===== src/rtl/scsi_dma_pkg.sv =====
package scsi_dma_pkg;
  // adapter window word indices
  localparam logic [3:0] IDX_CSR    = 4'd0;
  localparam logic [3:0] IDX_ADR_HI = 4'd1;
  localparam logic [3:0] IDX_ADR_LO = 4'd2;
  localparam logic [3:0] IDX_LEN_HI = 4'd3;
  localparam logic [3:0] IDX_LEN_LO = 4'd4;
  localparam logic [3:0] IDX_CNT_HI = 4'd5;
  localparam logic [3:0] IDX_CNT_LO = 4'd6;
  localparam logic [3:0] IDX_VECAM  = 4'd7;
  localparam logic [3:0] IDX_RES_HI = 4'd8;
  localparam logic [3:0] IDX_RES_LO = 4'd9;
  localparam logic [3:0] IDX_LEVEL  = 4'd10;

  localparam int NUM_HALVES = 4;
  localparam int NUM_FLAGS  = 4;
  localparam int FLAG_LSB   = 9;   // clear bits start here in the status word

  // flag slots: 0 completion, 1 conflict, 2 bus error, 3 access conflict
  localparam int FL_DONE  = 0;
  localparam int FL_CLASH = 1;
  localparam int FL_BERR  = 2;
  localparam int FL_ACC   = 3;

  typedef struct packed {
    logic send;
    logic en;
    logic srst_n;
    logic frst_n;
  } ctl_t;
endpackage


===== src/rtl/sdg_fifo_track.sv =====
module sdg_fifo_track #(
  parameter int FIFO_DEPTH = 8192,
  parameter int LVL_W      = $clog2(FIFO_DEPTH + 1)
) (
  input  logic             clk,
  input  logic             rst_n,
  input  logic             ld_hi,
  input  logic             ld_lo,
  input  logic [15:0]      wdata,
  input  logic             drq,
  input  logic             mem_take,
  input  logic             en,
  input  logic             frst_n,
  output logic [31:0]      fcnt,
  output logic [LVL_W-1:0] level,
  output logic             take,
  output logic             zero_hit
);
  localparam logic [LVL_W-1:0] FULL = LVL_W'(FIFO_DEPTH);

  logic [31:0]      fcnt_nx;
  logic             fcnt_ce;
  logic [LVL_W-1:0] level_nx;
  logic             inc, dec;

  always_comb begin
    take     = drq && en && frst_n && (fcnt != 32'd0) && (level != FULL);
    zero_hit = take && (fcnt == 32'd1);
    fcnt_ce  = ld_hi || ld_lo || take;
    if (ld_hi)       fcnt_nx = {wdata, fcnt[15:0]};
    else if (ld_lo)  fcnt_nx = {fcnt[31:16], wdata};
    else             fcnt_nx = fcnt - 32'd1;

    inc = take;
    dec = mem_take && (level != '0);
    if (!frst_n || ld_lo)  level_nx = '0;
    else if (inc && !dec)  level_nx = level + LVL_W'(1);
    else if (dec && !inc)  level_nx = level - LVL_W'(1);
    else                   level_nx = level;
  end

  always_ff @(posedge clk or negedge rst_n) begin
    if (!rst_n)       fcnt <= '0;
    else if (fcnt_ce) fcnt <= fcnt_nx;
  end

  always_ff @(posedge clk or negedge rst_n) begin
    if (!rst_n) level <= '0;
    else        level <= level_nx;
  end


  take_dec_chk: assert property (@(posedge clk) disable iff (!rst_n)
    take && !ld_hi && !ld_lo |=> fcnt == $past(fcnt) - 32'd1);

  lvl_clear_chk: assert property (@(posedge clk) disable iff (!rst_n)
    ld_lo |=> level == '0);

  lvl_cap_chk: assert property (@(posedge clk) disable iff (!rst_n)
    level <= FULL);
endmodule


===== src/rtl/sdg_regs.sv =====
module sdg_regs
  import scsi_dma_pkg::*;
(
  input  logic        clk,
  input  logic        rst_n,
  input  logic        wr_en,
  input  logic [3:0]  idx,
  input  logic [15:0] wdata,
  input  logic        zero_hit,
  input  logic        mem_err,
  input  logic        mem_clash,
  input  logic        acc_hit,
  output ctl_t        ctl,
  output logic [31:0] dma_addr,
  output logic [31:0] xfer_len,
  output logic [15:0] vec_am,
  output logic [NUM_FLAGS-1:0] flags
);
  logic        csr_wr;
  ctl_t        ctl_nx;
  logic [15:0] half_q [NUM_HALVES];
  logic [NUM_FLAGS-1:0] fl_set, fl_clr;
  logic        vec_ld;

  always_comb begin
    csr_wr = wr_en && (idx == IDX_CSR);
    ctl_nx = csr_wr ? ctl_t'(wdata[3:0]) : ctl;
    vec_ld = wr_en && (idx == IDX_VECAM);
    fl_set = '0;
    fl_set[FL_DONE]  = zero_hit;
    fl_set[FL_CLASH] = mem_clash;
    fl_set[FL_BERR]  = mem_err;
    fl_set[FL_ACC]   = acc_hit;
    fl_clr = csr_wr ? wdata[FLAG_LSB +: NUM_FLAGS] : '0;
  end

  always_ff @(posedge clk or negedge rst_n) begin
    if (!rst_n)      ctl <= '0;
    else if (csr_wr) ctl <= ctl_nx;
  end

  always_ff @(posedge clk or negedge rst_n) begin
    if (!rst_n)      vec_am <= '0;
    else if (vec_ld) vec_am <= wdata;
  end

  for (genvar k = 0; k < NUM_HALVES; k++) begin : g_half
    logic        ld;
    logic [15:0] q;
    assign ld = wr_en && (idx == 4'(k + 1));
    always_ff @(posedge clk or negedge rst_n) begin
      if (!rst_n)  q <= '0;
      else if (ld) q <= wdata;
    end
    assign half_q[k] = q;
  end

  for (genvar f = 0; f < NUM_FLAGS; f++) begin : g_flag
    logic q, nx;
    assign nx = fl_set[f] || (q && !fl_clr[f]);
    always_ff @(posedge clk or negedge rst_n) begin
      if (!rst_n) q <= 1'b0;
      else        q <= nx;
    end
    assign flags[f] = q;
  end

  assign dma_addr = {half_q[0], half_q[1]};
  assign xfer_len = {half_q[2], half_q[3]};


  done_set_chk: assert property (@(posedge clk) disable iff (!rst_n)
    zero_hit |=> flags[FL_DONE]);

  berr_set_chk: assert property (@(posedge clk) disable iff (!rst_n)
    mem_err |=> flags[FL_BERR]);

  flag_clear_chk: assert property (@(posedge clk) disable iff (!rst_n)
    csr_wr && wdata[FLAG_LSB + FL_CLASH] && !mem_clash |=> !flags[FL_CLASH]);
endmodule


===== src/rtl/sdg_ctrl_gate.sv =====
module sdg_ctrl_gate (
  input  logic       clk,
  input  logic       rst_n,
  input  logic       hst_sel,
  input  logic       hst_wr,
  input  logic       win,
  input  logic       en,
  input  logic [7:0] ctrl_rdata,
  input  logic       ctrl_irq,
  input  logic       fifo_empty,
  input  logic       fcnt_zero,
  input  logic       dma_ip,
  output logic       ctrl_sel,
  output logic       ctrl_wr,
  output logic [7:0] win_rdata,
  output logic       acc_hit,
  output logic       irq
);
  logic ctrl_pass;

  always_comb begin
    acc_hit   = hst_sel && win && en;
    ctrl_sel  = hst_sel && win && !en;
    ctrl_wr   = ctrl_sel && hst_wr;
    win_rdata = en ? 8'h00 : ctrl_rdata;
    ctrl_pass = en && ctrl_irq && fifo_empty && fcnt_zero;
    irq       = ctrl_pass || dma_ip;
  end


  acc_block_chk: assert property (@(posedge clk) disable iff (!rst_n)
    acc_hit |-> !ctrl_sel && !ctrl_wr && (win_rdata == 8'h00));

  irq_gate_chk: assert property (@(posedge clk) disable iff (!rst_n)
    !en && !dma_ip |-> !irq);

  irq_hold_chk: assert property (@(posedge clk) disable iff (!rst_n)
    (!fifo_empty || !fcnt_zero) && !dma_ip |-> !irq);
endmodule


===== src/rtl/scsi_dma_gate.sv =====
module scsi_dma_gate
  import scsi_dma_pkg::*;
#(
  parameter int FIFO_DEPTH = 8192,
  parameter int ADDR_W     = 5,
  localparam int LVL_W     = $clog2(FIFO_DEPTH + 1)
) (
  input  logic              clk,
  input  logic              rst_n,
  input  logic              hst_sel,
  input  logic              hst_wr,
  input  logic [ADDR_W-1:0] hst_addr,
  input  logic [15:0]       hst_wdata,
  output logic [15:0]       hst_rdata,
  output logic              irq,
  output logic              scsi_rst_n,
  output logic              dma_send,
  output logic [31:0]       dma_addr,
  output logic              ctrl_sel,
  output logic              ctrl_wr,
  output logic [2:0]        ctrl_addr,
  output logic [7:0]        ctrl_wdata,
  input  logic [7:0]        ctrl_rdata,
  input  logic              ctrl_irq,
  input  logic              ctrl_drq,
  output logic              ctrl_dack,
  input  logic              mem_take,
  input  logic              mem_err,
  input  logic              mem_clash
);
  logic             win;
  logic [3:0]       idx;
  logic             a_wr;
  ctl_t             ctl;
  logic [31:0]      xfer_len, fcnt, resid;
  logic [15:0]      vec_am, csr_rd;
  logic [NUM_FLAGS-1:0] flags;
  logic [LVL_W-1:0] level;
  logic             take, zero_hit, acc_hit, dma_ip;
  logic [7:0]       win_rdata;

  assign win  = hst_addr[ADDR_W-1];
  assign idx  = hst_addr[3:0];
  assign a_wr = hst_sel && hst_wr && !win;

  sdg_regs u_regs (
    .clk(clk), .rst_n(rst_n), .wr_en(a_wr), .idx(idx), .wdata(hst_wdata),
    .zero_hit(zero_hit), .mem_err(mem_err), .mem_clash(mem_clash),
    .acc_hit(acc_hit), .ctl(ctl), .dma_addr(dma_addr), .xfer_len(xfer_len),
    .vec_am(vec_am), .flags(flags));

  sdg_fifo_track #(.FIFO_DEPTH(FIFO_DEPTH), .LVL_W(LVL_W)) u_fifo (
    .clk(clk), .rst_n(rst_n),
    .ld_hi(a_wr && (idx == IDX_CNT_HI)), .ld_lo(a_wr && (idx == IDX_CNT_LO)),
    .wdata(hst_wdata), .drq(ctrl_drq), .mem_take(mem_take), .en(ctl.en),
    .frst_n(ctl.frst_n), .fcnt(fcnt), .level(level), .take(take),
    .zero_hit(zero_hit));

  sdg_ctrl_gate u_gate (
    .clk(clk), .rst_n(rst_n), .hst_sel(hst_sel), .hst_wr(hst_wr), .win(win),
    .en(ctl.en), .ctrl_rdata(ctrl_rdata), .ctrl_irq(ctrl_irq),
    .fifo_empty(level == '0), .fcnt_zero(fcnt == 32'd0), .dma_ip(dma_ip),
    .ctrl_sel(ctrl_sel), .ctrl_wr(ctrl_wr), .win_rdata(win_rdata),
    .acc_hit(acc_hit), .irq(irq));

  always_comb begin
    dma_ip = flags[FL_DONE] || flags[FL_CLASH] || flags[FL_BERR];
    resid  = (ctl.send && (fcnt != 32'd0) && (fcnt < xfer_len)) ? fcnt + 32'd1 : fcnt;
    csr_rd = {3'b000, flags[FL_ACC], flags[FL_BERR], flags[FL_CLASH], dma_ip,
              ctrl_irq, 4'b0000, ctl};
    if (win) hst_rdata = {8'h00, win_rdata};
    else begin
      case (idx)
        IDX_CSR:    hst_rdata = csr_rd;
        IDX_ADR_HI: hst_rdata = dma_addr[31:16];
        IDX_ADR_LO: hst_rdata = dma_addr[15:0];
        IDX_LEN_HI: hst_rdata = xfer_len[31:16];
        IDX_LEN_LO: hst_rdata = xfer_len[15:0];
        IDX_CNT_HI: hst_rdata = fcnt[31:16];
        IDX_CNT_LO: hst_rdata = fcnt[15:0];
        IDX_VECAM:  hst_rdata = vec_am;
        IDX_RES_HI: hst_rdata = resid[31:16];
        IDX_RES_LO: hst_rdata = resid[15:0];
        IDX_LEVEL:  hst_rdata = 16'(level);
        default:    hst_rdata = 16'h0000;
      endcase
    end
  end

  assign scsi_rst_n = ctl.srst_n;
  assign dma_send   = ctl.send;
  assign ctrl_dack  = take;
  assign ctrl_addr  = hst_addr[2:0];
  assign ctrl_wdata = hst_wdata[7:0];


  idle_chk: assert property (@(posedge clk) disable iff (!rst_n)
    fcnt == 32'd0 |-> !ctrl_dack);

  frst_hold_chk: assert property (@(posedge clk) disable iff (!rst_n)
    !ctl.frst_n |=> level == '0);
endmodule


===== config.mk =====
export PLATFORM = sky130hd
export DESIGN_NAME = scsi_dma_gate
export DESIGN_NICKNAME = d
export VERILOG_FILES = /design/src/rtl/scsi_dma_pkg.sv /design/src/rtl/sdg_fifo_track.sv /design/src/rtl/sdg_regs.sv /design/src/rtl/sdg_ctrl_gate.sv /design/src/rtl/scsi_dma_gate.sv
export SDC_FILE = /design/constraint.sdc
export NUM_CORES = 1
export LEC_CHECK = 0
export ABC_AREA = 1
export BUFFER_PORTS_ARGS = -buffer_cell sky130_fd_sc_hd__buf_2
export CORE_MARGIN = 2
export CORE_UTILIZATION = 45
export CTS_CLUSTER_SIZE = 20
export DETAILED_ROUTE_END_ITERATION = 8
export PLACE_DENSITY_LB_ADDON = 0.3
export RECOVER_POWER = 25
export SLEW_MARGIN = 0
export SYNTH_ARGS = -nofsm -noshare
export SYNTH_HDL_FRONTEND = slang
export SYNTH_SLANG_ARGS = --single-unit

===== constraint.sdc =====
create_clock -name clk -period 9.5 [get_ports clk]
set_input_delay 0.95 -clock clk [delete_from_list [all_inputs] [get_ports clk]]
set_output_delay 0.95 -clock clk [all_outputs]
set_load 0.02 [all_outputs]

==> results of run 1 <==
## power breakdown
| part | total (mW) | leakage (nW) | internal (mW) | switching, mW |
|---|---|---|---|---|
| combinational | 0.898 | 3.47 | 0.275 | 0.624 |
| clock | 0.722 | 0.314 | 0.436 | 0.287 |
| sequential | 0.840 | 1.71 | 0.665 | 0.175 |
## logic make-up (layout without fill, tap and decap cells)
family | Yosys count | after routing
xor gates and xnor gates | 16 | 16
and+or+nand+nor | 736 | 736
DFF | 134 | 134
adders and majority gates | 49 | 49
AOI/OAI and AO/OA | 315 | 315
buffers and inverters | 251 | 324
## worst paths after layout
path	startpoint	endpoint	slack, ps
max in group asynchronous	rst_n	u_regs.vec_am[6]	5040
setup reg to reg	u_fifo.fcnt[25]	u_fifo.level[11]	5450
setup / recovery	hst_addr[1]	hst_rdata[15]	4930
hold / removal	u_regs.g_half[2].q[2]	u_regs.g_half[2].q[2]	490
min in group asynchronous	rst_n	u_regs.g_half[2].q[10]	2000
hold reg to reg	u_regs.g_half[2].q[2]	u_regs.g_half[2].q[2]	490
## layout make-up
| cell class | instances | share of cell area [%] |
|---|---|---|
| Sequential cell | 134 | 29.2 |
| Clock inverter | 13 | 1.61 |
| Timing Repair Buffer | 108 | 4.71 |
| Tap cell | 285 | 3.11 |
| Multi-Input combinational cell | 1116 | 51.3 |
| Clock buffer | 19 | 3.95 |
| Inverter | 184 | 6.06 |
## critical path, stage by stage
cell and delay, ps:
buf_2 150, nand2_1 80, inv_1 50, nand2_1 60, clkinv_1 410, nand2_1 170, o21ai_0 90, a2111oi_0 1150
nand3_1 210, nand2_1 110, inv_1 40, buf_2 150
## placed cells by master, fill, tap and decap left out, drive strengths merged, types with 5 or more instances in the layout
cell type	Yosys	layout
a21oi	61	61
a221oi	5	5
a22o	5	5
a22oi	5	5
buf	37	96
clkbuf	30	31
clkinv	4	9
dfrtp	134	134
ha	48	48
inv	180	185
nand2	408	408
nand3	97	97
nand4	46	46
nor2	143	143
nor3	33	33
o2111ai	5	5
o21ai	181	181
o22ai	27	27
xor2	15	15
## flip-flops by register name, summed over array words and instances, names as in the netlist
signal / cells
u_fifo.fcnt: 32
u_fifo.level: 14
u_regs.ctl: 4
u_regs.g_flag.q: 4
u_regs.g_half.q: 64
u_regs.vec_am: 16
## metrics by stage
stage | total power, mW | instances | hold WS [ps]
global placement | 1.70 | 1827 | 467
CTS | 2.44 | 1859 | 488
floorplan | 1.39 | 1501 | 453
detailed placement | 1.72 | 1827 | 473
global route | 2.60 | 1859 | 501
finish | 2.46 | 1859 | 485
## routing by layer
layer  up-vias  global-route usage (%)  wire [um]
met5         -                       0          0
met4         0                    15.5       1980
met3       113                    6.27       4460
met2       678                    51.9      17400
met1      5272                    48.4      17000
li1       5119                       -          -
==> flow_summary.yaml, run 1 <==
run_status:
  run_status: "finished, violations left"
  failed_checks: "capacitance limit, slew limit"
sta:
  fmax_ghz: 0.219
  finalSetupTns_ps: 0
  tightest_slew_ps: 4200
  period_needed_ps: 4570
  fin_ws_ps: 4930
  fin_crit_sh_pct: 48.2
  final_hold_viol_count: 0
  fin_skew_ps: 10.6
  slew_headroom_pct: -180
  rsz0062_at_grt: "no"
  finalSetupViolations: 0
  finalMaxSlewViolations: 74
synth:
  avgSynthCellArea_um2: 6.86
  synth_cell_types: 58
  synth-edff-count: 0
  post-synth-top-count-cell: "nand2_1"
  syn_nets: 1588
  synth_top_family_by_area: "simple AND/OR/NAND/NOR gates"
  ys_ff_latch: 134
  yosysTopAreaCellShare_pct: 32.6
  async_flop_share_pct: 100
  yosysTopAreaCell: "dfrtp_1"
  synthTopCellsByCount: "396 x nand2_1, 168 x o21ai_0, 152 x inv_1"
  synth_compound_area_share_pct: 17.3
  synth-simple-area-share_pct: 32.4
  syn_area_um2: 10300
  synth_mux_area_share_pct: 0
  ys_top_cells_by_area: "dfrtp_1 33%, nand2_1 14%, o21ai_0 8.2%, ha_1 5.8%, inv_1 5.5%"
  yosysWarnings: 0
  synth_fa_ha_area_share_pct: 6.03
  synthFlopType: "dfrtp_1"
  synthCells: 1501
  yosysSeqAreaShare_pct: 32.6
  yosys.area_share.xor_xnor_pct: 1.36
floorplan:
  die_w_um: 155
  die_h_um: 155
  die_area_um2: 24100
  io_pins: 103
  core_area_um2: 22600
  start_util_pct: 45.6
  rows: 55
clocking:
  cts_buffer_depth: 2
  cts_setup_buffers: 0
  cts_tree: "built"
  path_clk_slew_ps: 60
  worstSkewPairLatency_ps: 440
  cts-buffers-inserted: 17
  ctsHoldBuffers: 0
  cts.sinks: 134
  ctsResizeCount: 0
  cts-root-buf: "clkbuf_16"
  h-tree-depth: 4
final_layout:
  fillCellCount: 2294
  drive_gt1_share_pct: 13.2
  diodes: 0
  area_growth_syn_to_layout_pct: 11.5
  seqCellArea_um2: 3350
  multi_input_area_um2: 5890
  finish.instance_area_um2: 11500
  fin_util_pct: 50.8
  nets: 1648
route:
  dr.pass1.iters: 6
  routed-via-count: 11200
  post_drt_wl_per_cell_um: 22.0
  drt_iter0_markers: 1401
  vias_per_cell: 6.02
  finalWirelength_um: 40800
  drc_errors: 0
  ant_nets: 0
place:
  dp_hpwl_um: 30400
  place.port_buffers: 102
  place_ws_ps: 5180
  post_dp_cell_area_um2: 10900
  gp_congestion: 1.02
worst_hold_path:
  min_path_cells: 2
  min_path_type: "flip-flop to flip-flop"
worst_setup_path:
  critPathArrivalTime_ps: 3620
  cp.required_ps: 8550
  path_class: "primary input to output pin"
  cp-start-kind: "primary input"
  ff2ff_path_depth: 24
  cp_max_fo: 17
  endpoint_kind: "output pin"
global_routing:
  track_usage_pct: 34.5
  first_global_vias: 10300
  grt_antenna_before_repair: 0
  grt_max_degree: 74
  globalRouteOverflowTotal: 0
  grt_pass1_wl_um: 62300
power_and_ir_drop:
  ir_drop_v: 0.000152
  power.leakage_nw: 5.49
  power.density_nw_per_um2: 215
flow_run:
  drv_cap: 1
No activity file was read; power rests on OpenSTA's default activity.
==> run 2: changes to the inputs <==
--- a/config.mk
+++ b/config.mk
@@ -5,7 +5,7 @@
 export SDC_FILE = /design/constraint.sdc
 export NUM_CORES = 1
 export LEC_CHECK = 0
-export ABC_AREA = 1
+export ABC_AREA = 0
 export BUFFER_PORTS_ARGS = -buffer_cell sky130_fd_sc_hd__buf_2
 export CORE_MARGIN = 2
 export CORE_UTILIZATION = 45
==> constraint.sdc (replaced) <==
create_clock -name clk -period 4.5 [get_ports clk]
set_input_delay 0.45 -clock clk [delete_from_list [all_inputs] [get_ports clk]]
set_output_delay 0.45 -clock clk [all_outputs]
set_load 0.02 [all_outputs]
==> flow_summary.yaml, run 2 <==
floorplan:
  io_pins: 103
  start_util_pct: 45.7
  die_h_um: 150
  die_area_um2: 22400
  core_area_um2: 20900
  rows: 53
  die_w_um: 150
route:
  drc_errors: 0
  post_drt_wl_per_cell_um: 25.7
  drt_iter0_markers: 1273
  dr.pass1.iters: 6
  routed-via-count: 9805
  finalWirelength_um: 38600
  vias_per_cell: 6.52
  ant_nets: 0
global_routing:
  globalRouteOverflowTotal: 0
  grt_max_degree: 100
  track_usage_pct: 34.6
  grt_antenna_before_repair: 2
  grt_pass1_wl_um: 57300
  first_global_vias: 9293
synth:
  post-synth-top-count-cell: "dfrtp_1"
  async_flop_share_pct: 100
  yosysTopAreaCell: "dfrtp_1"
  synth_cell_types: 81
  yosysSeqAreaShare_pct: 35.1
  syn_area_um2: 9540
  synthFlopType: "dfrtp_1"
  yosysWarnings: 0
  ys_top_cells_by_area: "dfrtp_1 35%, mux2_2 7.1%, ha_1 6.3%, o21ai_0 4.6%, nand2_1 4.4%"
  synthTopCellsByCount: "134 x dfrtp_1, 111 x nand2_1, 87 x o21ai_0"
  syn_nets: 1196
  yosysTopAreaCellShare_pct: 35.1
  ys_ff_latch: 134
  avgSynthCellArea_um2: 8.60
  synth-edff-count: 0
  synthCells: 1109
sta:
  fmax_ghz: 0.233
  fin_skew_ps: 10.5
  hold_ws_ps: 190
  slew_headroom_pct: -69.2
  final_hold_viol_count: 0
  finalSetupViolations: 0
  tightest_slew_ps: 2540
  rsz0062_at_grt: "no"
  finalSetupTns_ps: 0
  finalMaxSlewViolations: 100
  fin_crit_sh_pct: 95.2
  period_needed_ps: 4280
worst_setup_path:
  cp_max_fo: 16
  crit_chain: "ha_1 -> a21o_1 -> a31oi_1 -> o21ai_0 -> a211oi_2 -> buf_4 -> o211ai_2 -> and3_1 -> o31ai_1 -> o211ai_1 -> buf_2"
  rr_startpoint: "u_fifo.fcnt[5]"
  critPathArrivalTime_ps: 3830
  r2r_end: "u_fifo.level[13]"
  path_class: "flip-flop to output pin"
  ff2ff_path_depth: 17
  cp-start-kind: "flip-flop"
  cp.required_ps: 4050
  endpoint_kind: "output pin"
  reg2reg_slack_ps: 240
  cp_slowest_cell: "dfrtp_1"
  critPathMaxStageDelay_ps: 450
clocking:
  cts_tree: "built"
  worstSkewPairLatency_ps: 440
  cts.sinks: 134
  cts-root-buf: "clkbuf_16"
  cts-buffers-inserted: 17
  cts_buffer_depth: 2
  h-tree-depth: 4
  path_clk_slew_ps: 60
power_and_ir_drop:
  p_int_mw: 2.92
  ir_drop_v: 0.000315
  clkPwrFrac_pct: 30.1
  power_mw: 4.80
  p_seq_share_pct: 32.4
  power.leakage_nw: 5.02
  p_comb_share_pct: 37.5
  power.density_nw_per_um2: 429
  p_sw_mw: 1.88
  swShare_pct: 39.2
final_layout:
  final_cell_mix: "134 x dfrtp_1, 111 x nand2_1, 101 x buf_2"
  reg_top3: "u_regs.g_half.q x64, u_fifo.fcnt x32, u_regs.vec_am x16"
  fin_cells: 1504
  final_common_cell: "dfrtp_1"
  largest_reg_flops: 64
  drive_gt1_share_pct: 24.2
  nets: 1302
  top_register: "u_regs.g_half.q"
  area_growth_syn_to_layout_pct: 17.2
worst_hold_path:
  min_from: "mem_err"
  holdPathEnd: "u_regs.g_flag[2].q"
  min_path_type: "primary input to flip-flop"
  min_path_cells: 2
run_status:
  run_status: "finished, violations left"
  failed_checks: "capacitance limit, slew limit"
place:
  place.port_buffers: 102
  dp_hpwl_um: 28400
  dp.cells: 1468
  gp_congestion: 1.07
flow_run:
  drv_cap: 1
run 2: changes by cell type after synthesis, moves of 22 or more:
cell | before | now
nand2_1 | 396 | 111
inv_1 | 152 | 47
o21ai_0 | 168 | 87
mux2_2 | 0 | 60
nand3_1 | 89 | 32
nor2_1 | 122 | 71
a22oi_1 | 3 | 37
nand4_1 | 46 | 13
clkbuf_1 | 29 | 61
inv_2 | 26 | 1
a21oi_1 | 60 | 82
run 2: cells by family (layout without fill, tap and decap cells):
| group | Yosys count | count (layout) | synth area share (%) |
|---|---|---|---|
| AND/OR/NAND/NOR | 363 | 363 | 19.2 |
| multiplexers | 66 | 66 | 7.71 |
| AO/OA/AOI/OAI | 349 | 350 | 24.1 |
| buffers and inverters | 134 | 252 | 6.11 |
| other | 0 | 1 | 0 |
| adder cells (fa/ha/maj) | 49 | 49 | 6.50 |
| XOR/XNOR | 14 | 14 | 1.29 |
| flip-flops | 134 | 134 | 35.1 |
run 2: worst max path at each step:
stage,depth (start not counted),slack (ps),from,to
2_1_floorplan,17,80,u_fifo.fcnt[24],u_fifo.level[13]
6_report,11,220,u_fifo.fcnt[2],hst_rdata[1]
5_1_grt,17,20,u_fifo.fcnt[5],u_fifo.level[13]
3_5_place_dp,17,170,u_fifo.fcnt[5],u_fifo.level[13]
4_1_cts,17,150,u_fifo.fcnt[5],u_fifo.level[13]
3_3_place_gp,17,220,u_fifo.fcnt[5],u_fifo.level[13]
run 2: what timing repair did:
| item | CTS | global route |
|---|---|---|
| resized for setup | 0 | 1 |
| hold buffers | 0 | 0 |
| buffers inserted | 0 | 2 |
| hold endpoints to repair | 0 | 0 |
| setup endpoints to repair | 0 | 3 |
run 2: per-stage QoR:
| step | util, % | setup WS [ps] | instance area (um^2) |
|---|---|---|---|
| floorplan | - | 81.0 | 9540 |
| global placement | 50.5 | 215 | 10500 |
| detailed placement | 50.5 | 171 | 10500 |
| CTS | 53.4 | 153 | 11100 |
| global route | 53.5 | 24.5 | 11200 |
| finish | 53.5 | 216 | 11200 |
run 2: critical path: cells and delay by family, from the launching register on:
| family | cells | cell delay [ps] |
|---|---|---|
| AO/OA/AOI/OAI | 7 | 1870 |
| adder cells (fa/ha/maj) | 1 | 340 |
| buffers and inverters | 2 | 370 |
| flip-flops | 1 | 450 |
| AND/OR/NAND/NOR | 1 | 350 |
run 2: routing by layer:
metal	up-vias	track usage, %	wire, um
li1	4346	-	-
met2	614	52.5	16700
met4	0	17.7	2220
met3	133	7.93	4280
met1	4712	46.4	15400
met5	-	0	0
run 2: layout make-up:
class	instances	area, um^2
Fill cell	1983	9710
Multi-Input combinational cell	842	5670
Sequential cell	134	3350
Timing Repair Buffer	170	1020
Clock buffer	18	439
Tap cell	275	344
Inverter	50	188
Clock inverter	14	165
Antenna cell	1	2.50
run 2: power groups by stage:
stage	Clock, mW	Sequential [mW]	Combinational, mW
CTS	1.46	1.55	1.76
floorplan	0	1.57	1.15
global placement	0	1.56	1.73
finish	1.44	1.55	1.80
detailed placement	0	1.57	1.74
global route	1.50	1.57	1.96
==> run 3: changes to the inputs <==
==> constraint.sdc (replaced) <==
create_clock -name clk -period 4.5 [get_ports clk]
set_input_delay 0.45 -clock clk [delete_from_list [all_inputs] [get_ports clk]]
set_output_delay 0.45 -clock clk [all_outputs]
set_load 0.05 [all_outputs]
==> flow_summary.yaml, run 3 (synthesis gave the netlist of run 2 again) <==
floorplan:
  io_pins: 103
  die_w_um: 150
  rows: 53
  die_h_um: 150
  start_util_pct: 45.7
  die_area_um2: 22400
  core_area_um2: 20900
worst_setup_path:
  cp-start-kind: "flip-flop"
  endpoint_kind: "output pin"
  cp_slowest_cell: "dfrtp_1"
  crit_chain: "ha_1 -> a21o_1 -> a31oi_1 -> o21ai_0 -> a211oi_4 -> buf_12 -> o211ai_2 -> or4_1 -> a21oi_1 -> o31a_1 -> buf_2"
  ff2ff_path_depth: 16
  cp.required_ps: 4050
  critPathMaxStageDelay_ps: 600
  path_class: "flip-flop to output pin"
  cp_max_fo: 12
  critPathArrivalTime_ps: 3960
sta:
  fmax_ghz: 0.227
  rsz0062_at_grt: "yes"
  tightest_slew_ps: 2660
  hold_ws_ps: 193
  final_hold_viol_count: 0
  slew_headroom_pct: -77.1
  fin_crit_sh_pct: 97.9
  finalMaxSlewViolations: 104
  finalSetupViolations: 0
  fin_skew_ps: 13.5
  period_needed_ps: 4410
clocking:
  cts-root-buf: "clkbuf_16"
  h-tree-depth: 4
  cts.sinks: 134
  ctsHoldBuffers: 0
  path_clk_slew_ps: 60
  worstSkewPairLatency_ps: 430
  cts_tree: "built"
  cts_buffer_depth: 2
  cts-buffers-inserted: 17
run_status:
  failed_checks: "capacitance limit, slew limit"
  run_status: "finished, violations left"
route:
  drc_errors: 0
  routed-via-count: 9971
  drt_iter0_markers: 1228
  post_drt_wl_per_cell_um: 25.5
  finalWirelength_um: 38300
  ant_nets: 0
  dr.pass1.iters: 5
  vias_per_cell: 6.65
final_layout:
  top_register: "u_regs.g_half.q"
  drive_gt1_share_pct: 24.1
  largest_reg_flops: 64
  final_cell_mix: "134 x dfrtp_1, 111 x nand2_1, 101 x buf_2"
  reg_top3: "u_regs.g_half.q x64, u_fifo.fcnt x32, u_regs.vec_am x16"
  area_growth_syn_to_layout_pct: 17.2
  diodes: 0
  nets: 1299
  final_common_cell: "dfrtp_1"
  fin_util_pct: 53.5
global_routing:
  globalRouteOverflowTotal: 0
  grt_antenna_before_repair: 0
  track_usage_pct: 34.4
  first_global_vias: 9126
  grt_pass1_wl_um: 56700
  grt_max_degree: 104
place:
  dp_hpwl_um: 27900
  gp_congestion: 1.02
  place.port_buffers: 102
power_and_ir_drop:
  ir_drop_v: 0.000395
  power.density_nw_per_um2: 433
  power.leakage_nw: 5.02
worst_hold_path:
  min_path_type: "primary input to flip-flop"
  min_path_cells: 2
flow_run:
  drv_cap: 1
## run 3: layout make-up
type,count,area [um^2]
Tap cell,275,344
Inverter,50,188
Clock buffer,17,425
Clock inverter,15,144
Sequential cell,134,3350
Fill cell,1984,9700
Timing Repair Buffer,166,1000
Multi-Input combinational cell,843,5730
## run 3: path summary, 6_finish.rpt
kind | slack [ps] | end | start
setup reg to reg | 170 | u_fifo.level[13] | u_fifo.fcnt[24]
hold reg to reg | 510 | u_regs.g_flag[3].q | u_regs.g_flag[3].q
max in group asynchronous | 2090 | u_regs.g_half[3].q[5] | rst_n
hold / removal | 190 | u_regs.g_flag[2].q | mem_err
min in group asynchronous | 820 | u_regs.g_half[0].q[1] | rst_n
setup / recovery | 90 | hst_rdata[13] | u_fifo.fcnt[2]
## run 3: power by group
| part | leakage (nW) | internal, mW | switching (mW) |
|---|---|---|---|
| registers | 1.69 | 1.39 | 0.172 |
| logic | 3.06 | 0.688 | 1.23 |
| clock network | 0.273 | 0.771 | 0.589 |
## run 3: stage by stage
step | cells | setup WS [ps] | TNS, ps | area, um^2 | total power [mW]
floorplan | 1109 | 4.55 | 0 | 9540 | 2.85
global placement | 1465 | 110 | 0 | 10500 | 3.40
detailed placement | 1465 | 57.5 | 0 | 10500 | 3.42
CTS | 1497 | 36.0 | 0 | 11100 | 4.78
global route | 1500 | -72.4 | -101 | 11200 | 5.07
finish | 1500 | 94.6 | 0 | 11200 | 4.84
## run 3: repair_timing
action / CTS / global route
setup endpoints to repair: 0 / 16
resized for setup: 0 / 7
buffers inserted: 0 / 1
## run 3: metal layers
layer,track usage [%],up-vias,wire [um]
met5,0,-,0
met1,46.4,4861,15300
li1,-,4343,-
met2,52.2,628,16600
met3,7.13,139,4150
met4,17.5,0,2220
## run 3: worst max-delay path, delay by kind of cell, from the launching register on
family | cells | cell delay [ps]
buffers and inverters | 2 | 440
adders and majority gates | 1 | 330
DFF | 1 | 600
and+or+nand+nor | 1 | 560
AOI/OAI and AO/OA | 7 | 1600
